===== config.mk =====
export PLATFORM = sky130hd
export DESIGN_NAME = lsb_mask_unit
export DESIGN_NICKNAME = d
export VERILOG_FILES = /design/src/rtl/lsbm_pkg.sv /design/src/rtl/lsbm_operand.sv /design/src/rtl/lsbm_combine.sv /design/src/rtl/lsb_mask_unit.sv
export SDC_FILE = /design/constraint.sdc
export NUM_CORES = 1
export LEC_CHECK = 0
export BUFFER_PORTS_ARGS = -buffer_cell sky130_fd_sc_hd__buf_2
export CAP_MARGIN = 20
export CELL_PAD_IN_SITES_DETAIL_PLACEMENT = 1
export CELL_PAD_IN_SITES_GLOBAL_PLACEMENT = 1
export CORE_ASPECT_RATIO = 0.5
export CORE_MARGIN = 2
export CORE_UTILIZATION = 46
export DETAILED_ROUTE_END_ITERATION = 8
export PLACE_DENSITY = 0.95
export SYNTH_ARGS = -nofsm -noshare
export SYNTH_HDL_FRONTEND = slang
export SYNTH_SLANG_ARGS = --single-unit

===== constraint.sdc =====
create_clock -name clk -period 4.1 [get_ports clk]
set_clock_uncertainty 0.1 [all_clocks]
set_input_delay 0 -clock clk [delete_from_list [all_inputs] [get_ports clk]]
set_output_delay 0 -clock clk [all_outputs]
set_load 0.005 [all_outputs]

===== src/rtl/lsbm_pkg.sv =====
package lsbm_pkg;

    parameter int unsigned MODE_W = 5;

    // merge operation, mode bits [4:3]
    typedef enum logic [1:0] {
        OP_OR   = 2'd0,
        OP_AND  = 2'd1,
        OP_XOR  = 2'd2,
        OP_ZERO = 2'd3
    } comb_op_e;

    // arithmetic neighbour of the masked value, mode bits [2:1]
    typedef enum logic [1:0] {
        NB_NEG  = 2'd0,
        NB_DEC  = 2'd1,
        NB_INC  = 2'd2,
        NB_NINC = 2'd3
    } neigh_e;

    // field layout of the mode word, MSB first
    typedef struct packed {
        comb_op_e op;
        neigh_e   nb;
        logic     first_true;
    } mode_t;

endpackage


===== src/rtl/lsbm_operand.sv =====
module lsbm_operand
    import lsbm_pkg::*;
#(
    parameter int unsigned W            = 64,
    parameter bit          SHARED_ADDER = 1'b1
) (
    input  logic [W-1:0] ra,
    input  logic [W-1:0] rb,
    input  neigh_e       nb,
    input  logic         first_true,
    output logic [W-1:0] first_op,
    output logic [W-1:0] second_op
);

    localparam logic [W-1:0] ONE  = W'(1);
    localparam logic [W-1:0] ONES = '1;

    logic [W-1:0] base_a;

    // optional pre-mask: zero mask means pass through
    assign base_a   = (rb == '0) ? ra : (ra & rb);
    assign first_op = first_true ? base_a : ~base_a;

    generate
        if (SHARED_ADDER) begin : g_shared
            // one carry chain: -A = ~A + 1, A-1 = A + ones, A+1, ~(A+1)
            logic [W-1:0] add_base_d;
            logic [W-1:0] add_term_d;
            logic [W-1:0] add_sum_d;
            always_comb begin
                add_base_d = (nb == NB_NEG) ? ~base_a : base_a;
                add_term_d = (nb == NB_DEC) ? ONES : ONE;
                add_sum_d  = add_base_d + add_term_d;
                second_op  = (nb == NB_NINC) ? ~add_sum_d : add_sum_d;
            end
        end else begin : g_parallel
            // four independent results, selected at the end
            logic [W-1:0] neg_d;
            logic [W-1:0] dec_d;
            logic [W-1:0] inc_d;
            always_comb begin
                neg_d = ONE + ~base_a;
                dec_d = base_a - ONE;
                inc_d = base_a + ONE;
                unique case (nb)
                    NB_NEG:  second_op = neg_d;
                    NB_DEC:  second_op = dec_d;
                    NB_INC:  second_op = inc_d;
                    default: second_op = ~inc_d;
                endcase
            end
        end
    endgenerate

    // checks next to the operand logic
    always_comb begin
        // the first term is A or its exact complement
        p_first_form_r3: assert (((first_op ^ base_a) == '0) || ((first_op ^ base_a) == ONES));
        // the masked value never carries a bit absent from in_ra
        p_mask_subset_r4: assert ((base_a & ~ra) == '0);
        // the neighbour relation holds modulo 2^W
        unique case (nb)
            NB_NEG:  p_nb_neg_r2:  assert (W'(second_op + base_a) == '0);
            NB_DEC:  p_nb_dec_r2:  assert (W'(second_op + ONE) == base_a);
            NB_INC:  p_nb_inc_r2:  assert (W'(second_op - ONE) == base_a);
            default: p_nb_ninc_r2: assert (W'(~second_op - ONE) == base_a);
        endcase
    end

endmodule


===== src/rtl/lsbm_combine.sv =====
module lsbm_combine
    import lsbm_pkg::*;
#(
    parameter int unsigned W = 64
) (
    input  logic [W-1:0] a,
    input  logic [W-1:0] b,
    input  comb_op_e     op,
    output logic [W-1:0] res
);

    always_comb begin
        unique case (op)
            OP_OR:   res = a | b;
            OP_AND:  res = a & b;
            OP_XOR:  res = a ^ b;
            default: res = '0;
        endcase
    end

    // each merge keeps the bit relations its operation implies
    always_comb begin
        if (op == OP_AND) begin
            p_and_subset_r1: assert (((res & ~a) == '0) && ((res & ~b) == '0));
        end
        if (op == OP_OR) begin
            p_or_cover_r1: assert (((a & ~res) == '0) && ((b & ~res) == '0));
        end
        if (op == OP_XOR) begin
            p_xor_invert_r1: assert ((res ^ b) == a);
        end
    end

endmodule


===== src/rtl/lsb_mask_unit.sv =====
module lsb_mask_unit
    import lsbm_pkg::*;
#(
    parameter int unsigned W            = 64,
    parameter bit          SHARED_ADDER = 1'b1
) (
    input  logic              clk,
    input  logic              rst_n,
    input  logic              in_valid,
    output logic              in_ready,
    input  logic [MODE_W-1:0] in_mode,
    input  logic [W-1:0]      in_ra,
    input  logic [W-1:0]      in_rb,
    output logic              out_valid,
    output logic [W-1:0]      out_result
);

    typedef struct packed {
        logic         ready;
        logic         valid;
        logic [W-1:0] result;
    } state_t;

    state_t       st_d;
    state_t       st_q;
    mode_t        mode;
    logic [W-1:0] first_op;
    logic [W-1:0] second_op;
    logic [W-1:0] comb_res;
    logic         issue;

    assign mode  = mode_t'(in_mode);
    assign issue = in_valid && st_q.ready;

    lsbm_operand #(
        .W            (W),
        .SHARED_ADDER (SHARED_ADDER)
    ) u_operand (
        .ra         (in_ra),
        .rb         (in_rb),
        .nb         (mode.nb),
        .first_true (mode.first_true),
        .first_op   (first_op),
        .second_op  (second_op)
    );

    lsbm_combine #(
        .W (W)
    ) u_combine (
        .a   (first_op),
        .b   (second_op),
        .op  (mode.op),
        .res (comb_res)
    );

    always_comb begin
        st_d       = st_q;
        st_d.ready = 1'b1;
        st_d.valid = issue;
        if (issue) begin
            st_d.result = comb_res;
        end
    end

    always_ff @(posedge clk or negedge rst_n) begin
        if (!rst_n) begin
            st_q <= '0;
        end else begin
            st_q <= st_d;
        end
    end

    assign in_ready   = st_q.ready;
    assign out_valid  = st_q.valid;
    assign out_result = st_q.result;

    // an accepted issue produces a valid result on the next cycle
    p_valid_follows_issue_r6: assert property (@(posedge clk) disable iff (!rst_n)
        (in_valid && in_ready) |=> out_valid);

    // with no accepted issue, valid drops and the result holds
    p_valid_drops_r7: assert property (@(posedge clk) disable iff (!rst_n)
        !(in_valid && in_ready) |=> !out_valid);
    p_result_holds_r7: assert property (@(posedge clk) disable iff (!rst_n)
        !(in_valid && in_ready) |=> $stable(out_result));

    // the zero merge yields an all-zero result
    p_zero_op_r1: assert property (@(posedge clk) disable iff (!rst_n)
        (in_valid && in_ready && (in_mode[4:3] == 2'b11)) |=> (out_result == '0));

    // once raised, ready never drops
    p_ready_sticky_r8: assert property (@(posedge clk) disable iff (!rst_n)
        in_ready |=> in_ready);

endmodule


==> flow_metrics.tcl, run 1 <==
set metrics [dict create \
    status "did not finish" \
    haltStage "clock tree synthesis" \
    error "[ERROR DPL-0033] detailed placement checks failed during check placement." \
    syn_inst 1653 \
    ctsHoldBuffers 1 \
    synth_compound_area_frac 0.225 \
    synth-seq-cells 66 \
    syn_nets 1981 \
    clk_path_buf_depth 2 \
    syn_area_um2 12000 \
    fp.dieW_um 233 \
    hpwl_mm 51.3 \
    synth_edf_count 0 \
    yosys.area.top_type_share 0.198 \
    rows 41 \
    post_cts_buffers 75 \
    clockRootBuffer "clkbuf_16" \
    yosys-top-cells-area "ha_1 20%, dfrtp_1 14%, xor2_1 11%" \
    yosys.area.top_type "ha_1" \
    seq_area_frac_synth 0.137 \
    cts_buffers 9 \
    gp_congestion 1.01 \
    yosysWarnings 0 \
    synth_cell_types 68 \
    port_buffers 201 \
    synth_top_family_by_area "compound AO/OA/AOI/OAI gates" \
    cts-resized-gates 306 \
    cts_max_level 3 \
    async_flop_share 1.00 \
    preCtsSetupSlack_ps -2020 \
    syn_area_per_cell_um2 7.29 \
    synth-simple-area-share 0.142 \
    clock-sinks 66 \
    synth_top_flop_cell "dfrtp_1" \
    synth_fa_ha_area_frac 0.200 \
    synth_xor_xnor_area_share 0.193 \
    initial_utilization 0.473 \
    die_h_um 118 \
    pin_count 202 \
    synthMuxAreaShare 0.0233 \
]
logic make-up after synthesis:
logic type               Yosys count
adder cells (fa/ha/maj)          192
flip-flops                        66
multiplexers                      28
AO/OA/AOI/OAI                    467
XOR/XNOR                         266
AND/OR/NAND/NOR                  385
other                              1
buffers and inverters            248
cells in the mapped netlist (all sizes together) (30+ instances only):
cell and instances:
nor2 141, a21o 30, ha 191, o21ai 169, nand2 131, xor2 146
a21oi 184, dfrtp 66, clkbuf 62, inv 158, xnor2 120
through the flow:
stage	util	cell area, µm²	cells	hold slack [ps]	TNS, ps
3_3_place_gp	0.646	16400	2489	52.7	-48680
2_1_floorplan	-	12400	1653	-396	-7370
3_5_place_dp	0.646	16400	2489	74.5	-84850
==> run 2: changes to the inputs <==
CELL_PAD_IN_SITES_DETAIL_PLACEMENT = unset   (was 1)
CELL_PAD_IN_SITES_GLOBAL_PLACEMENT = unset   (was 1)
CORE_ASPECT_RATIO = unset   (was 0.5)
CORE_UTILIZATION = 35   (was 46)
PLACE_DENSITY = unset   (was 0.95)
PLACE_DENSITY_LB_ADDON = 0.15   (was unset)
==> flow_metrics.tcl, run 2 <==
set metrics [dict create \
    clock-sinks 66 \
    slew_violations 0 \
    num-nets-final 2609 \
    rsz0062_at_grt "yes" \
    grt_use_total 0.246 \
    clk_path_buf_depth 2 \
    insertion_delay_ps 370 \
    yosys.area.top_type "ha_1" \
    cp_num_buf_inv 8 \
    async_flop_share 1.00 \
    setup_viol 51 \
    setup_ws_ps -694 \
    synth_cell_types 68 \
    final_common_cell "buf_4" \
    layout_common_cells "448 x buf_4, 192 x buf_2, 173 x ha_1, 151 x inv_1, 132 x xor2_1" \
    hpwl_mm 33.2 \
    start_kind "primary input" \
    drt_iter0_drc 572 \
    gp_congestion 0.878 \
    coreArea_um2 33700 \
    cts_max_level 3 \
    port_buffers 201 \
    crit_family "compound AO/OA/AOI/OAI gates" \
    synth_edf_count 0 \
    largest_register_ffs 64 \
    syn_area_per_cell_um2 7.29 \
    seq_area_frac_synth 0.137 \
    grt_max_degree 101 \
    dr.pass1.iters 5 \
    p_per_area_nw_per_um2 259 \
    syn_to_final_growth_pct 62.5 \
    slew_headroom 0.309 \
    dieArea_um2 35900 \
    initial_utilization 0.357 \
    worst-path-max-fanout 6 \
    grt_overflow 0 \
    ant_nets 0 \
    max-vdd-ir-drop_v 0.000232 \
    yosys.area.top_type_share 0.198 \
    vias_per_cell 4.94 \
    drc 0 \
    synth_top_flop_cell "dfrtp_1" \
    die_h_um 189 \
    drive_gt1_frac 0.431 \
    yosys-top-cells-area "ha_1 20%, dfrtp_1 14%, xor2_1 11%" \
    antenna_found_initial 2 \
    violations "negative setup slack" \
    syn_area_um2 12000 \
    hold_viol_final 0 \
    worst_setup_path_end_kind "flip-flop" \
    wirelength_mm 44.4 \
    worst_pin_slew_ps 1030 \
    status "finished, violations left" \
    yosysWarnings 0 \
    period_needed_ps 4790 \
    crit_required_ps 4220 \
    syn_inst 1653 \
    crit_arrival_ps 4910 \
    fin_tns_setup_ps -21190 \
    grt_pass1_vias 13500 \
    critPathKind "primary input to flip-flop" \
    rows 67 \
    grt_pass1_wl_mm 70.4 \
    power_leakage_nw 9.76 \
    whs_ps 205 \
    yosysMostFrequentCell "ha_1" \
    holdCritPathClass "primary input to async pin" \
    cpMaxStageDelayCell "or3_4" \
    syn_nets 1981 \
    clkTransAtPathRegs_ps 60 \
    cap_violations 0 \
    final.period_utilization 1.17 \
    pin_count 202 \
    clockRootBuffer "clkbuf_16" \
    synth-seq-cells 66 \
    wl_per_cell_um 16.3 \
    synth_common_cells "191 x ha_1, 184 x a21oi_1, 161 x o21ai_0, 158 x inv_1, 146 x xor2_1" \
    tritoncts "built" \
    crit_top_cell "buf_6" \
    max_stage_delay_ps 430 \
    fmax_ghz 0.209 \
    cts_buffers 9 \
    vias 13500 \
    fp.dieW_um 189 \
]
[run 2: cell counts after synthesis]
No cell type changed its count.
[run 2: timing repair]
action / in CTS / in global routing
setup buffers: 48 / 45
setup endpoints to repair: 59 / 58
gates cloned: 4 / 1
endpoints found under the hold margin: 66 / 0
pin swaps: 96 / 132
hold buffers: 1 / 0
resized for setup: 237 / 144
[run 2: area by class of cell]
class / count / area, µm²
timing repair buffer: 707 / 5260
clock buffer: 11 / 243
inverter: 158 / 596
multi-input combinational: 1339 / 11300
clock inverter: 1 / 5.00
sequential: 66 / 1650
tap: 448 / 561
antenna: 2 / 5.00
fill: 3123 / 14100
[run 2: worst register-to-register path, delay by kind of cell (launching register included)]
family / cells / cell delay (ps)
AOI/OAI and AO/OA: 1 / 150
DFF: 1 / 400
buffers and inverters: 1 / 440
and+or+nand+nor: 1 / 690
[run 2: path summary, 6_finish.rpt]
path	startpoint	endpoint	slack (ps)	depth (start not counted)
setup / recovery	in_rb[14]	out_result[53]$_DFFE_PN0P_	-690	28
hold / removal	rst_n	out_result[22]$_DFFE_PN0P_	200	2
setup reg to reg	in_ready$_DFF_PN0_	out_result[35]$_DFFE_PN0P_	2190	3
hold reg to reg	out_result[58]$_DFFE_PN0P_	out_result[58]$_DFFE_PN0P_	370	2
max in group asynchronous	rst_n	out_result[52]$_DFFE_PN0P_	3080	2
min in group clk	in_mode[3]	out_result[36]$_DFFE_PN0P_	220	4
[run 2: per-layer routing]
metal / global-route usage / wire length (µm) / up-vias / share of wire
met5: 0 / 13 / - / 0.00029
met4: 0.0653 / 944 / 2 / 0.021
met3: 0.0232 / 1590 / 40 / 0.036
met2: 0.399 / 20200 / 227 / 0.45
met1: 0.347 / 21700 / 6373 / 0.49
li1: - / - / 6850 / -
[run 2: logic make-up (layout without fill, tap and decap cells)]
| group | Yosys count | in the layout | synth area share |
|---|---|---|---|
| xor gates and xnor gates | 266 | 266 | 0.193 |
| other | 1 | 3 | 0.000311 |
| and+or+nand+nor | 385 | 385 | 0.142 |
| muxes | 28 | 28 | 0.0233 |
| buffers and inverters | 248 | 877 | 0.0779 |
| adders and majority gates | 192 | 192 | 0.200 |
| DFF | 66 | 66 | 0.137 |
| AOI/OAI and AO/OA | 467 | 467 | 0.225 |
[run 2: per-stage QoR]
| step | total power, mW | util | instances | area (µm²) | setup WS (ps) |
|---|---|---|---|---|---|
| floorplan | 2.57 | - | 1653 | 12400 | -416 |
| global placement | 3.70 | 0.497 | 2625 | 16800 | -1640 |
| detailed placement | 3.78 | 0.497 | 2625 | 16800 | -1640 |
| CTS | 4.84 | 0.550 | 2687 | 18500 | -701 |
| global route | 5.52 | 0.581 | 2730 | 19600 | -953 |
| finish | 5.06 | 0.581 | 2732 | 19600 | -694 |
[run 2: power breakdown]
part / internal (mW) / switching, mW / total [mW]
clock: 0.410 / 0.314 / 0.724
combinational: 1.74 / 1.75 / 3.49
sequential: 0.785 / 0.0650 / 0.850
No activity file was read; power rests on OpenSTA's default activity.
==> run 3: changes to the inputs <==
SETUP_SLACK_MARGIN = 0.05   (was unset)
==> flow_metrics.tcl, run 3 (synthesis gave the netlist of run 2 again) <==
set metrics [dict create \
    slew_headroom 0.309 \
    vias_per_cell 4.98 \
    grt_max_degree 71 \
    grt_overflow 0 \
    n_antenna_cell 0 \
    highest_layer "met4" \
    num-nets-final 2564 \
    largest_register_ffs 64 \
    slew_violations 0 \
    vias 13400 \
    insertion_delay_ps 360 \
    violations "negative setup slack" \
    fillCellCount 3140 \
    critPathKind "primary input to flip-flop" \
    worst_setup_path_end_kind "flip-flop" \
    dr_wl_met3_mm 1.65 \
    p_per_area_nw_per_um2 261 \
    fp.dieW_um 189 \
    dp.cells 2601 \
    die_h_um 189 \
    clockRootBuffer "clkbuf_16" \
    hpwl_mm 32.8 \
    hold_viol_final 0 \
    met1_length_mm 21.5 \
    dr.pass1.iters 5 \
    finalInstanceArea_um2 19200 \
    rr_endpoint "out_result[31]$_DFFE_PN0P_" \
    crit_arrival_ps 4950 \
    status "finished, violations left" \
    dieArea_um2 35900 \
    layout_common_cells "407 x buf_4, 194 x buf_2, 176 x ha_1, 155 x inv_1, 133 x a21oi_1" \
    rsz0062_at_grt "yes" \
    power_mw 5.01 \
    crit_top_cell "buf_12" \
    max-vdd-ir-drop_v 0.000220 \
    grt_pass1_vias 13000 \
    cp-startpoint "in_rb[58]" \
    worst_pin_slew_ps 1040 \
    stdcell_count 2686 \
    r2r_cells 3 \
    r2r_slack_ps 2320 \
    worst-path-max-fanout 7 \
    period_needed_ps 4830 \
    final.period_utilization 1.18 \
    drc 0 \
    crit_required_ps 4220 \
    wl_per_cell_um 16.5 \
    clk_path_buf_depth 2 \
    pin_count 202 \
    clock-sinks 66 \
    drt_iter0_drc 609 \
    cap_violations 0 \
    grt_use_total 0.240 \
    antenna_found_initial 0 \
    endpoint "out_result[59]$_DFFE_PN0P_" \
    fmax_ghz 0.207 \
    power_leakage_nw 9.56 \
    max_stage_delay_ps 560 \
    dr_wl_met2_mm 20.1 \
    tritoncts "built" \
    fin_tns_setup_ps -21200 \
    cpMaxStageDelayCell "or4_4" \
    setup_viol 48 \
    preCtsSetupSlack_ps -1480 \
    rows 67 \
    start_kind "primary input" \
    syn_to_final_growth_pct 59.5 \
    placed_cell_area_um2 16600 \
    utilization 0.570 \
    drive_gt1_frac 0.420 \
    ant_nets 0 \
    reg2reg_from "in_ready$_DFF_PN0_" \
    coreArea_um2 33700 \
    wirelength_mm 44.4 \
    clkTransAtPathRegs_ps 60 \
    grt_pass1_wl_mm 68.8 \
    initial_utilization 0.357 \
    gp_congestion 0.917 \
    port_buffers 201 \
    cts_max_level 3 \
    holdCritPathClass "primary input to async pin" \
    cts_buffers 9 \
    final_common_cell "buf_4" \
    whs_ps 165 \
    setup_ws_ps -730 \
]
## run 3: report_power, final
part | internal [mW] | leakage, nW | switching, mW
logic | 1.68 | 8.59 | 1.74
clock network | 0.400 | 0.118 | 0.337
registers | 0.784 | 0.848 | 0.0719
total | 2.86 | 9.56 | 2.15
## run 3: worst min-delay path by stage
stage / start / slack, ps / depth (start not counted) / endpoint
3_5_place_dp: rst_n / 120 / 1 / out_result[23]$_DFFE_PN0P_
5_1_grt: in_ra[6] / 290 / 6 / out_result[6]$_DFFE_PN0P_
6_report: rst_n / 160 / 2 / out_result[23]$_DFFE_PN0P_
4_1_cts: in_ra[22] / 220 / 6 / out_result[22]$_DFFE_PN0P_
3_3_place_gp: rst_n / 130 / 1 / out_result[25]$_DFFE_PN0P_
2_1_floorplan: rst_n / -400 / 0 / in_ready$_DFF_PN0_
## run 3: worst max-delay path: cells and delay by family
kind	cells	cell delay [ps]
buffers and inverters	7	960
AO/OA/AOI/OAI	9	1280
adder cells (fa/ha/maj)	2	480
AND/OR/NAND/NOR	8	1860
XOR/XNOR	2	370
## run 3: what timing repair did
action | in CTS | in global routing
endpoints found under the hold margin | 66 | 0
gates cloned | 1 | 1
hold buffers | 1 | 0
pin swaps | 112 | 140
setup buffers | 42 | 39
setup endpoints to repair | 57 | 58
resized for setup | 227 | 176
## run 3: final cells by class
cell class / instances / area, µm² / area share
multi-input combinational: 1339 / 11300 / 0.590
sequential: 66 / 1650 / 0.0860
tap: 448 / 561 / 0.0292
clock buffer: 12 / 236 / 0.0123
timing repair buffer: 662 / 4820 / 0.251
clock inverter: 1 / 5.00 / 0.000261
inverter: 158 / 593 / 0.0309
## run 3: routing by layer
layer  up-vias  GRT usage
met1      6304      0.341
met5         -          0
met4         0     0.0626
li1       6754          -
met3        59     0.0247
met2       269      0.388
